File: src/rtl/dsm_pkg.sv
package dsm_pkg;

    typedef enum logic {
        SEQ_IDLE = 1'b0,
        SEQ_RUN  = 1'b1
    } seq_state_t;

    // Full-scale code for an n-bit level: the value a 1 bit stands for.
    function automatic int unsigned full_scale(input int unsigned n);
        return (32'd1 << n) - 32'd1;
    endfunction

    // Integrator width: two bits of headroom above the level width.
    function automatic int unsigned integ_width(input int unsigned n);
        return n + 2;
    endfunction

endpackage

File: src/rtl/dsm_sequencer.sv
module dsm_sequencer #(
    parameter int N = 8
) (
    input  logic clk,
    input  logic rst,
    input  logic start_i,
    output logic clear_o,
    output logic step_o,
    output logic last_o,
    output logic vld_o,
    output logic done_o
);
    import dsm_pkg::*;

    localparam int unsigned WIN = full_scale(N);
    localparam logic [N-1:0] LAST_IDX = N'(WIN - 1);

    seq_state_t     state_q;
    logic [N-1:0]   cyc_q;
    logic           vld_q;
    logic           done_q;

    assign clear_o = start_i && (state_q == SEQ_IDLE);
    assign step_o  = (state_q == SEQ_RUN);
    assign last_o  = step_o && (cyc_q == LAST_IDX);
    assign vld_o   = vld_q;
    assign done_o  = done_q;

    always_ff @(posedge clk) begin
        if (rst) begin
            state_q <= SEQ_IDLE;
            cyc_q   <= '0;
            vld_q   <= 1'b0;
            done_q  <= 1'b0;
        end else begin
            vld_q  <= step_o;
            done_q <= last_o;
            if (clear_o) begin
                state_q <= SEQ_RUN;
                cyc_q   <= '0;
            end else if (last_o) begin
                state_q <= SEQ_IDLE;
                cyc_q   <= '0;
            end else if (step_o) begin
                cyc_q <= cyc_q + 1'b1;
            end
        end
    end

    // done lasts one clock
    assert_done_pulse_R8: assert property (@(posedge clk) disable iff (rst)
        done_q |=> !done_q);

    // done arrives as the run ends
    assert_window_end_R2: assert property (@(posedge clk) disable iff (rst)
        done_q |-> (state_q == SEQ_IDLE) && ($past(state_q) == SEQ_RUN));

    // a start while running neither restarts nor stalls the window
    assert_restart_ignored_R9: assert property (@(posedge clk) disable iff (rst)
        (step_o && start_i && !last_o) |=> (state_q == SEQ_RUN) && (cyc_q == $past(cyc_q) + 1'b1));

endmodule

File: src/rtl/dsm_loop.sv
module dsm_loop #(
    parameter int N = 8
) (
    input  logic         clk,
    input  logic         rst,
    input  logic         clear_i,
    input  logic         step_i,
    input  logic [N-1:0] level_i,
    output logic         bit_nx_o,
    output logic         bit_o
);
    import dsm_pkg::*;

    localparam int AW = integ_width(N);
    localparam logic signed [AW-1:0] FS_S   = AW'(full_scale(N));
    localparam logic signed [AW-1:0] THRESH = '0;

    logic signed [AW-1:0] acc_q;
    logic signed [AW-1:0] acc_nx;
    logic signed [AW-1:0] lvl_s;
    logic signed [AW-1:0] fb_s;
    logic                 bit_q;

    always_comb begin
        lvl_s  = $signed({2'b00, level_i});
        fb_s   = bit_q ? FS_S : '0;
        acc_nx = acc_q + (lvl_s - fb_s);
    end

    assign bit_nx_o = (acc_nx > THRESH);
    assign bit_o    = bit_q;

    always_ff @(posedge clk) begin
        if (rst || clear_i) begin
            acc_q <= '0;
            bit_q <= 1'b0;
        end else if (step_i) begin
            acc_q <= acc_nx;
            bit_q <= bit_nx_o;
        end
    end

    // integrator stays inside its proven range
    assert_no_overflow_R3: assert property (@(posedge clk) disable iff (rst)
        (acc_q > -FS_S) && (acc_q <= FS_S));

    // a 1 bit pulls the integrator down (or level), a 0 bit never lowers it
    assert_feedback_one_R4: assert property (@(posedge clk) disable iff (rst)
        (step_i && bit_q) |=> (acc_q <= $past(acc_q)));
    assert_feedback_zero_R4: assert property (@(posedge clk) disable iff (rst)
        (step_i && !bit_q) |=> (acc_q >= $past(acc_q)));

    // a start leaves a cleared loop
    assert_clear_R10: assert property (@(posedge clk) disable iff (rst)
        clear_i |=> (acc_q == '0) && !bit_q);

endmodule

File: src/rtl/dsm_tally.sv
module dsm_tally #(
    parameter int N = 8
) (
    input  logic         clk,
    input  logic         rst,
    input  logic         clear_i,
    input  logic         step_i,
    input  logic         last_i,
    input  logic         bit_nx_i,
    output logic [N-1:0] result_o
);
    logic [N-1:0] ones_q;
    logic [N-1:0] ones_nx;
    logic [N-1:0] result_q;

    assign ones_nx  = ones_q + N'(bit_nx_i);
    assign result_o = result_q;

    always_ff @(posedge clk) begin
        if (rst) begin
            ones_q   <= '0;
            result_q <= '0;
        end else begin
            if (clear_i)
                ones_q <= '0;
            else if (step_i)
                ones_q <= ones_nx;
            if (last_i)
                result_q <= ones_nx;
        end
    end

    // result only moves when a window closes
    assert_result_hold_R8: assert property (@(posedge clk) disable iff (rst)
        !last_i |=> $stable(result_q));

    // the tally never shrinks inside a window
    assert_tally_monotonic_R5: assert property (@(posedge clk) disable iff (rst)
        (step_i && !clear_i) |=> (ones_q >= $past(ones_q)) || $past(last_i));

endmodule

File: src/rtl/dsm_converter.sv
module dsm_converter #(
    parameter int N = 8
) (
    input  logic         clk,
    input  logic         rst,
    input  logic         start_i,
    input  logic [N-1:0] level_i,
    output logic         stream_o,
    output logic         stream_vld_o,
    output logic [N-1:0] result_o,
    output logic         done_o
);
    logic clear_w;
    logic step_w;
    logic last_w;
    logic bit_nx_w;

    dsm_sequencer #(.N(N)) u_seq (
        .clk     (clk),
        .rst     (rst),
        .start_i (start_i),
        .clear_o (clear_w),
        .step_o  (step_w),
        .last_o  (last_w),
        .vld_o   (stream_vld_o),
        .done_o  (done_o)
    );

    dsm_loop #(.N(N)) u_loop (
        .clk      (clk),
        .rst      (rst),
        .clear_i  (clear_w),
        .step_i   (step_w),
        .level_i  (level_i),
        .bit_nx_o (bit_nx_w),
        .bit_o    (stream_o)
    );

    dsm_tally #(.N(N)) u_tally (
        .clk      (clk),
        .rst      (rst),
        .clear_i  (clear_w),
        .step_i   (step_w),
        .last_i   (last_w),
        .bit_nx_i (bit_nx_w),
        .result_o (result_o)
    );

    // the stream is only valid while a window runs, never alongside a stale done
    assert_stream_framing_R7: assert property (@(posedge clk) disable iff (rst)
        done_o |-> stream_vld_o);

endmodule

File: config.mk
export PLATFORM = sky130hd
export DESIGN_NAME = dsm_converter
export DESIGN_NICKNAME = d
export VERILOG_FILES = /design/src/rtl/dsm_pkg.sv /design/src/rtl/dsm_sequencer.sv /design/src/rtl/dsm_loop.sv /design/src/rtl/dsm_tally.sv /design/src/rtl/dsm_converter.sv
export SDC_FILE = /design/constraint.sdc
export NUM_CORES = 1
export LEC_CHECK = 0
export BUFFER_PORTS_ARGS = -buffer_cell sky130_fd_sc_hd__buf_2
export CAP_MARGIN = 40
export CORE_MARGIN = 4
export CORE_UTILIZATION = 56
export DETAILED_ROUTE_END_ITERATION = 8
export PLACE_DENSITY = 0.84
export SKIP_CTS_REPAIR_TIMING = 1
export SYNTH_ARGS = -nofsm -noshare
export SYNTH_HDL_FRONTEND = slang
export SYNTH_SLANG_ARGS = --single-unit
File: constraint.sdc
create_clock -name clk -period 8.4 [get_ports clk]
set_input_delay 0.42 -clock clk [delete_from_list [all_inputs] [get_ports clk]]
set_output_delay 0.42 -clock clk [all_outputs]
set_load 0.02 [all_outputs]
==> metrics.yaml, run 1 <==
seq_area_um2: 761
synth-warning-count: 0
rrSetupSlack_ns: 3.82
yosysUniqueCellTypes: 36
met1_length_um: 1930
rows: 22
synth_area_leaders: "dfxtp_1 (34%), nor2_1 (8.3%), ha_1 (7.9%)"
drc: 0
min_to: "u_seq.step_o$_SDFFE_PP0P_"
synth-seq-cells: 38
min_path_type: "in -> reg"
drtAntennaViolNets: 0
antenna_cells: 0
syn-mean-instance-area_um2: 8.56
vias: 1759
start_kind: "register"
final_cell_count_no_fill: 328
status: "finished clean"
ys_seq_area_share_pct: 34.2
netlist_area_um2: 2220
async_reset_ff_share_pct: 0
crit_fanout: 10
grt_antenna_before_repair: 0
worstRegToRegCells: 15
skew_ns: 0.00665
drive_above_1_share_pct: 11.1
power_uw: 815
required_ns: 8.59
syn2layout_area_growth_pct: 9.79
wl_per_cell_um: 12.8
seq_power_share_pct: 26.9
critPathKind: "reg -> reg"
reg2reg_from: "u_loop.bit_o$_SDFFE_PP0P_"
pin_count: 22
final_nets: 313
hp-start: "start_i"
period_needed_ns: 4.58
cp_data_arrival_time_ns: 4.77
n_fill_cell: 317
synth-edff-count: 0
worst_pin_slew_ns: 0.661
drtPass1Iterations: 4
holdPathStages: 3
most-common-layout-cells: "nor2_1 (49), dfxtp_1 (38), inv_1 (37)"
clk_latency_ns: 0.28
fin_util_pct: 65.2
reg2reg_to: "u_tally.result_o[6]$_SDFFE_PP0P_"
finalSetupViolCount: 0
final_common_cell: "nor2_1"
top_layer_used: "met4"
cts_tree: "built"
dieArea_um2: 5050
wl_um: 4190
die_h_um: 71.0
cts.sinks: 38
p_comb_share_pct: 59.0
drtIter0Drc: 91
placedCellCount: 321
multi_input_area_um2: 1290
p_per_area_nw_per_um2: 334
core_um2: 3740
cts_buffer_depth: 2
start_util_pct: 59.4
pwr-share-clk_pct: 14.1
wl_met3_um: 176
grt_use_total_pct: 18.0
fin_ws_ns: 3.82
leakage_uw: 0.00107
grt_pass1_wl_um: 7380
path_clk_slew_ns: 0.07
relSlewSlack_pct: 55.9
clock.fmax_mhz: 218
p_int_uw: 461
syn_inst: 260
ir_drop_mv: 0.272
ctsHtreeMaxLevel: 2
drv_slew: 0
overflow: 0
wl_met2_um: 2000
endpoint_kind: "register"
synth_top_cell_by_area: "dfxtp_1"
viasPerCell: 5.36
hold_viol: 0
dp_slack_ns: 3.83
p_sw_uw: 354
grt_setup_unrepaired: "false"
dp_hpwl_um: 3180
gp_congestion: 0.848
cap_violations: 0
synthesis.nets: 293
portBuffers: 21
finalCritPeriodShare_pct: 54.5
numCtsBuffers: 5
synth_ff_type: "dfxtp_1"
grt_start_max_net_pins: 22
cts_root_buf: "clkbuf_8"
die-width_um: 71.0
grt_pass1_vias: 1659
swShare_pct: 43.4
yosysTopAreaCellShare_pct: 34.2
fin_setup_tns_ns: 0
==> routing by layer <==
metal,up-vias,global-route usage (%)
met5,-,0
met4,0,5.01
met3,13,4.12
met2,41,29.1
met1,816,24.1
li1,889,-
==> Yosys cell counts (all sizes together), types with 4 or more instances <==
cell type	instances
nor2	49
dfxtp	38
inv	37
xor2	15
ha	14
xnor2	12
a211oi	11
mux2i	11
nand2	11
fa	8
a21oi	6
and3	6
clkbuf	6
o21ai	5
nand4	4
==> worst max-delay path, cell delays in order, from the launching register on <==
cell	delay, ns
dfxtp_1	0.72
fa_1	0.57
inv_1	0.08
ha_1	0.24
a211oi_2	0.26
nor2_1	0.10
xor2_1	0.16
or4b_1	0.46
or3_1	0.31
o31a_1	0.31
ha_1	0.23
ha_1	0.22
and3_1	0.22
and3_1	0.21
xnor2_1	0.13
a211oi_1	0.26
==> power by group through the flow <==
stage                     Sequential (µW)  Combinational (µW)  Clock, µW
after floorplan                       219                 381          0
after global placement                222                 458          0
after detailed placement              223                 474          0
after CTS                             219                 479        117
after global routing                  222                 538        123
final                                 219                 481        115
==> per-stage QoR <==
stage	hold slack [ns]	cell area (µm²)
finish	0.437	2440
global route	0.432	2440
CTS	0.428	2440
detailed placement	0.471	2360
global placement	0.464	2360
floorplan	0.456	2220
==> cell type report <==
class                           instances  area share (%)
Tap cell                               48            2.46
Clock buffer                            5            2.82
Inverter                               37            5.69
Clock inverter                          2           0.410
Multi-Input combinational cell        176            52.9
Timing Repair Buffer                   22            4.61
Sequential cell                        38            31.1
==> worst max path at each step <==
stage	start	endpoint	slack, ns	depth (start not counted)
floorplan	u_loop.bit_o$_SDFFE_PP0P_	u_tally.result_o[6]$_SDFFE_PP0P_	4.12	15
global placement	u_loop.bit_o$_SDFFE_PP0P_	u_tally.result_o[6]$_SDFFE_PP0P_	4.06	15
detailed placement	u_loop.bit_o$_SDFFE_PP0P_	u_tally.result_o[6]$_SDFFE_PP0P_	3.83	15
CTS	u_loop.bit_o$_SDFFE_PP0P_	u_tally.result_o[6]$_SDFFE_PP0P_	3.80	15
global route	u_loop.bit_o$_SDFFE_PP0P_	u_tally.result_o[6]$_SDFFE_PP0P_	3.54	15
finish	u_loop.bit_o$_SDFFE_PP0P_	u_tally.result_o[6]$_SDFFE_PP0P_	3.82	15
==> state kept, by name, indices dropped and copies added, names as in the netlist <==
signal            cells
u_loop.acc_q         10
u_loop.bit_o          1
u_seq.cyc_q           8
u_seq.done_o          1
u_seq.step_o          1
u_seq.vld_o           1
u_tally.ones_q        8
u_tally.result_o      8
==> cell families (layout without fill, tap and decap cells) <==
group | Yosys count | count (layout) | synth area share (%)
multiplexers | 11 | 11 | 4.95
adder cells (fa/ha/maj) | 22 | 22 | 15.1
AND/OR/NAND/NOR | 83 | 83 | 16.6
buffers and inverters | 46 | 66 | 7.76
XOR/XNOR | 27 | 27 | 11.0
flip-flops | 38 | 38 | 34.2
AO/OA/AOI/OAI | 33 | 33 | 10.4
Note: power is estimated with default switching activity, not from simulation.
==> run 2, diff against run 1 <==
Settings changed: ABC_AREA from default to 1.
Clock period 8.4 ns to 4.3 ns, I/O delays scaled along.
==> metrics.yaml, run 2 <==
p_per_area_nw_per_um2: 361
async_reset_ff_share_pct: 0
die-width_um: 72.3
finalCritPeriodShare_pct: 86.9
rows: 23
syn2layout_area_growth_pct: 10.0
leakage_uw: 0.00133
synthXorXnorAreaFrac_pct: 4.16
netlist_area_um2: 2320
viasPerCell: 4.84
yosys.area_share.adder_pct: 14.5
endpoint: "u_tally.ones_q[6]$_SDFFE_PP0P_"
cts_buffer_depth: 2
min_path_type: "in -> reg"
worst_pin_slew_ns: 0.676
drv_slew: 0
ctsHtreeMaxLevel: 2
drtIter0Drc: 102
crit_path_top_delay_cell: "dfxtp_1"
drc: 0
final_cell_count_no_fill: 405
placedCellCount: 397
syn_inst: 332
critPathKind: "reg -> reg"
hold_viol: 0
synth-seq-cells: 38
synth_ff_type: "dfxtp_1"
reg2reg_from: "u_loop.bit_o$_SDFFE_PP0P_"
synthMostInstantiatedCell: "inv_1"
path_clk_slew_ns: 0.08
syn-mean-instance-area_um2: 6.98
synthSimpleGateAreaFrac_pct: 24.6
required_ns: 4.54
cp_data_arrival_time_ns: 3.98
hold_slack_ns: 0.188
most-common-layout-cells: "inv_1 (70), nand2_1 (68), dfxtp_1 (38)"
synthesis.nets: 365
drtAntennaViolNets: 0
cts_root_buf: "clkbuf_8"
start_kind: "register"
gp_congestion: 0.852
final_common_cell: "inv_1"
synth_commonest_cells: "inv_1 (70), nand2_1 (68), dfxtp_1 (38), nor2_1 (32)"
grt_antenna_before_repair: 0
numCtsBuffers: 5
cts_tree: "built"
grt_start_max_net_pins: 28
vias: 1962
dp_slack_ns: 0.591
relSlewSlack_pct: 54.8
die_h_um: 72.3
rrSetupSlack_ns: 0.56
final_nets: 387
finalSetupViolCount: 0
portBuffers: 21
synth_top_family_by_area: "simple AND/OR/NAND/NOR gates"
period_needed_ns: 3.74
core_um2: 4000
top_register: "u_loop.acc_q"
yosysUniqueCellTypes: 27
critPathTopFamily: "adder cells"
synth-warning-count: 0
worstRegToRegCells: 18
fin_util_pct: 63.7
synth_compound_area_share_pct: 10.4
dieArea_um2: 5230
crit_buf_inv: 3
fin_setup_tns_ns: 0
largest_reg_flops: 10
dp_hpwl_um: 3370
reg2reg_to: "u_tally.ones_q[6]$_SDFFE_PP0P_"
crit_fanout: 10
cp-startpoint: "u_loop.bit_o$_SDFFE_PP0P_"
cap_violations: 0
ys_seq_area_share_pct: 32.8
grt_pass1_vias: 1861
overflow: 0
start_util_pct: 57.9
grt_use_total_pct: 19.1
endpoint_kind: "register"
synth-edff-count: 0
drtPass1Iterations: 4
path_depth: 18
clock.fmax_mhz: 268
clk_latency_ns: 0.30
skew_ns: 0.00872
status: "finished clean"
synth_area_leaders: "dfxtp_1 (33%), inv_1 (11%), nand2_1 (11%)"
cts.sinks: 38
antenna_cells: 0
ir_drop_mv: 0.326
synthMuxAreaShare_pct: 0
synth_top_cell_by_area: "dfxtp_1"
wl_per_cell_um: 11.0
wl_um: 4470
crit_path_cell_trace: "fa_1 > fa_1 > inv_1 > or2_2 > nor2_1 > nand3_1 > nor2_1 > nand3_1 > nand2_1 > inv_1 > ha_1 > ha_1 > nand3_1 > nor2_1 > nand2_1 > xor2_1 > o21ai_0 > inv_1"
fin_ws_ns: 0.562
drive_above_1_share_pct: 11.3
yosysTopAreaCellShare_pct: 32.8
grt_pass1_wl_um: 7820
pin_count: 22
grt_setup_unrepaired: "false"
critPathMaxStageDelay_ns: 0.72
[run 2: changes by cell type after synthesis, moves of 6 or more]
cell	previous run	this run
nor2_1	49	32
inv_1	37	70
a21oi_1	6	22
o21ai_0	4	17
inv_2	0	7
xnor2_1	12	2
a211oi_1	10	1
nand2_1	11	68
mux2i_1	11	0
nand3_1	2	22
and3_1	6	0
[run 2: per-layer routing]
metal  routed length (µm)  GRT usage (%)  vias up
met5                    0              0        -
met4                   68           7.72        0
met3                  155           4.02        7
met2                 2230           33.3       24
met1                 2020           22.8      871
li1                     -              -     1060
[run 2: cell families (layout without fill, tap and decap cells)]
kind of cell | count (synthesis) | count (layout)
buffers and inverters | 83 | 106
xor gates and xnor gates | 11 | 11
AOI/OAI and AO/OA | 45 | 45
adders and majority gates | 22 | 22
and+or+nand+nor | 133 | 133
DFF | 38 | 38
[run 2: area by class of cell]
class | count | area, µm²
Clock buffer | 7 | 86.3
Clock inverter | 1 | 5.00
Fill cell | 369 | 1450
Inverter | 77 | 289
Multi-Input combinational cell | 211 | 1240
Sequential cell | 38 | 761
Tap cell | 50 | 62.6
Timing Repair Buffer | 21 | 105
[run 2: how the worst min path moves through the flow]
stage,endpoint,cells after the start,from
after floorplan,u_seq.step_o$_SDFFE_PP0P_,2,start_i
after global placement,u_loop.acc_q[1]$_SDFFE_PP0P_,2,u_loop.acc_q[1]$_SDFFE_PP0P_
after detailed placement,u_tally.result_o[0]$_SDFFE_PP0P_,2,u_tally.result_o[0]$_SDFFE_PP0P_
after CTS,u_tally.result_o[0]$_SDFFE_PP0P_,2,rst
after global routing,u_tally.result_o[4]$_SDFFE_PP0P_,2,rst
final,u_tally.result_o[0]$_SDFFE_PP0P_,2,rst
[run 2: metrics by stage]
step,area (µm²),power [µW]
floorplan,2320,618
global placement,2460,670
detailed placement,2460,678
CTS,2550,927
global route,2550,986
finish,2550,922
[run 2: power breakdown]
group          internal [µW]  switching (µW)  leakage, µW
combinational            108             183     0.000975
clock                    129             121    0.0000482
sequential               366            14.6     0.000309
total                    603             319      0.00133
[run 2: worst reg2reg max path, stage by stage (launching register included)]
cell,delay [ns]
dfxtp_1,0.72
fa_1,0.58
fa_1,0.55
inv_1,0.05
or2_2,0.26
nor2_1,0.11
nand3_1,0.09
nor2_1,0.09
nand3_1,0.08
nand2_1,0.09
inv_1,0.05
ha_1,0.23
ha_1,0.22
nand3_1,0.13
nor2_1,0.05
nand2_1,0.07
xor2_1,0.18
o21ai_0,0.09
inv_1,0.06
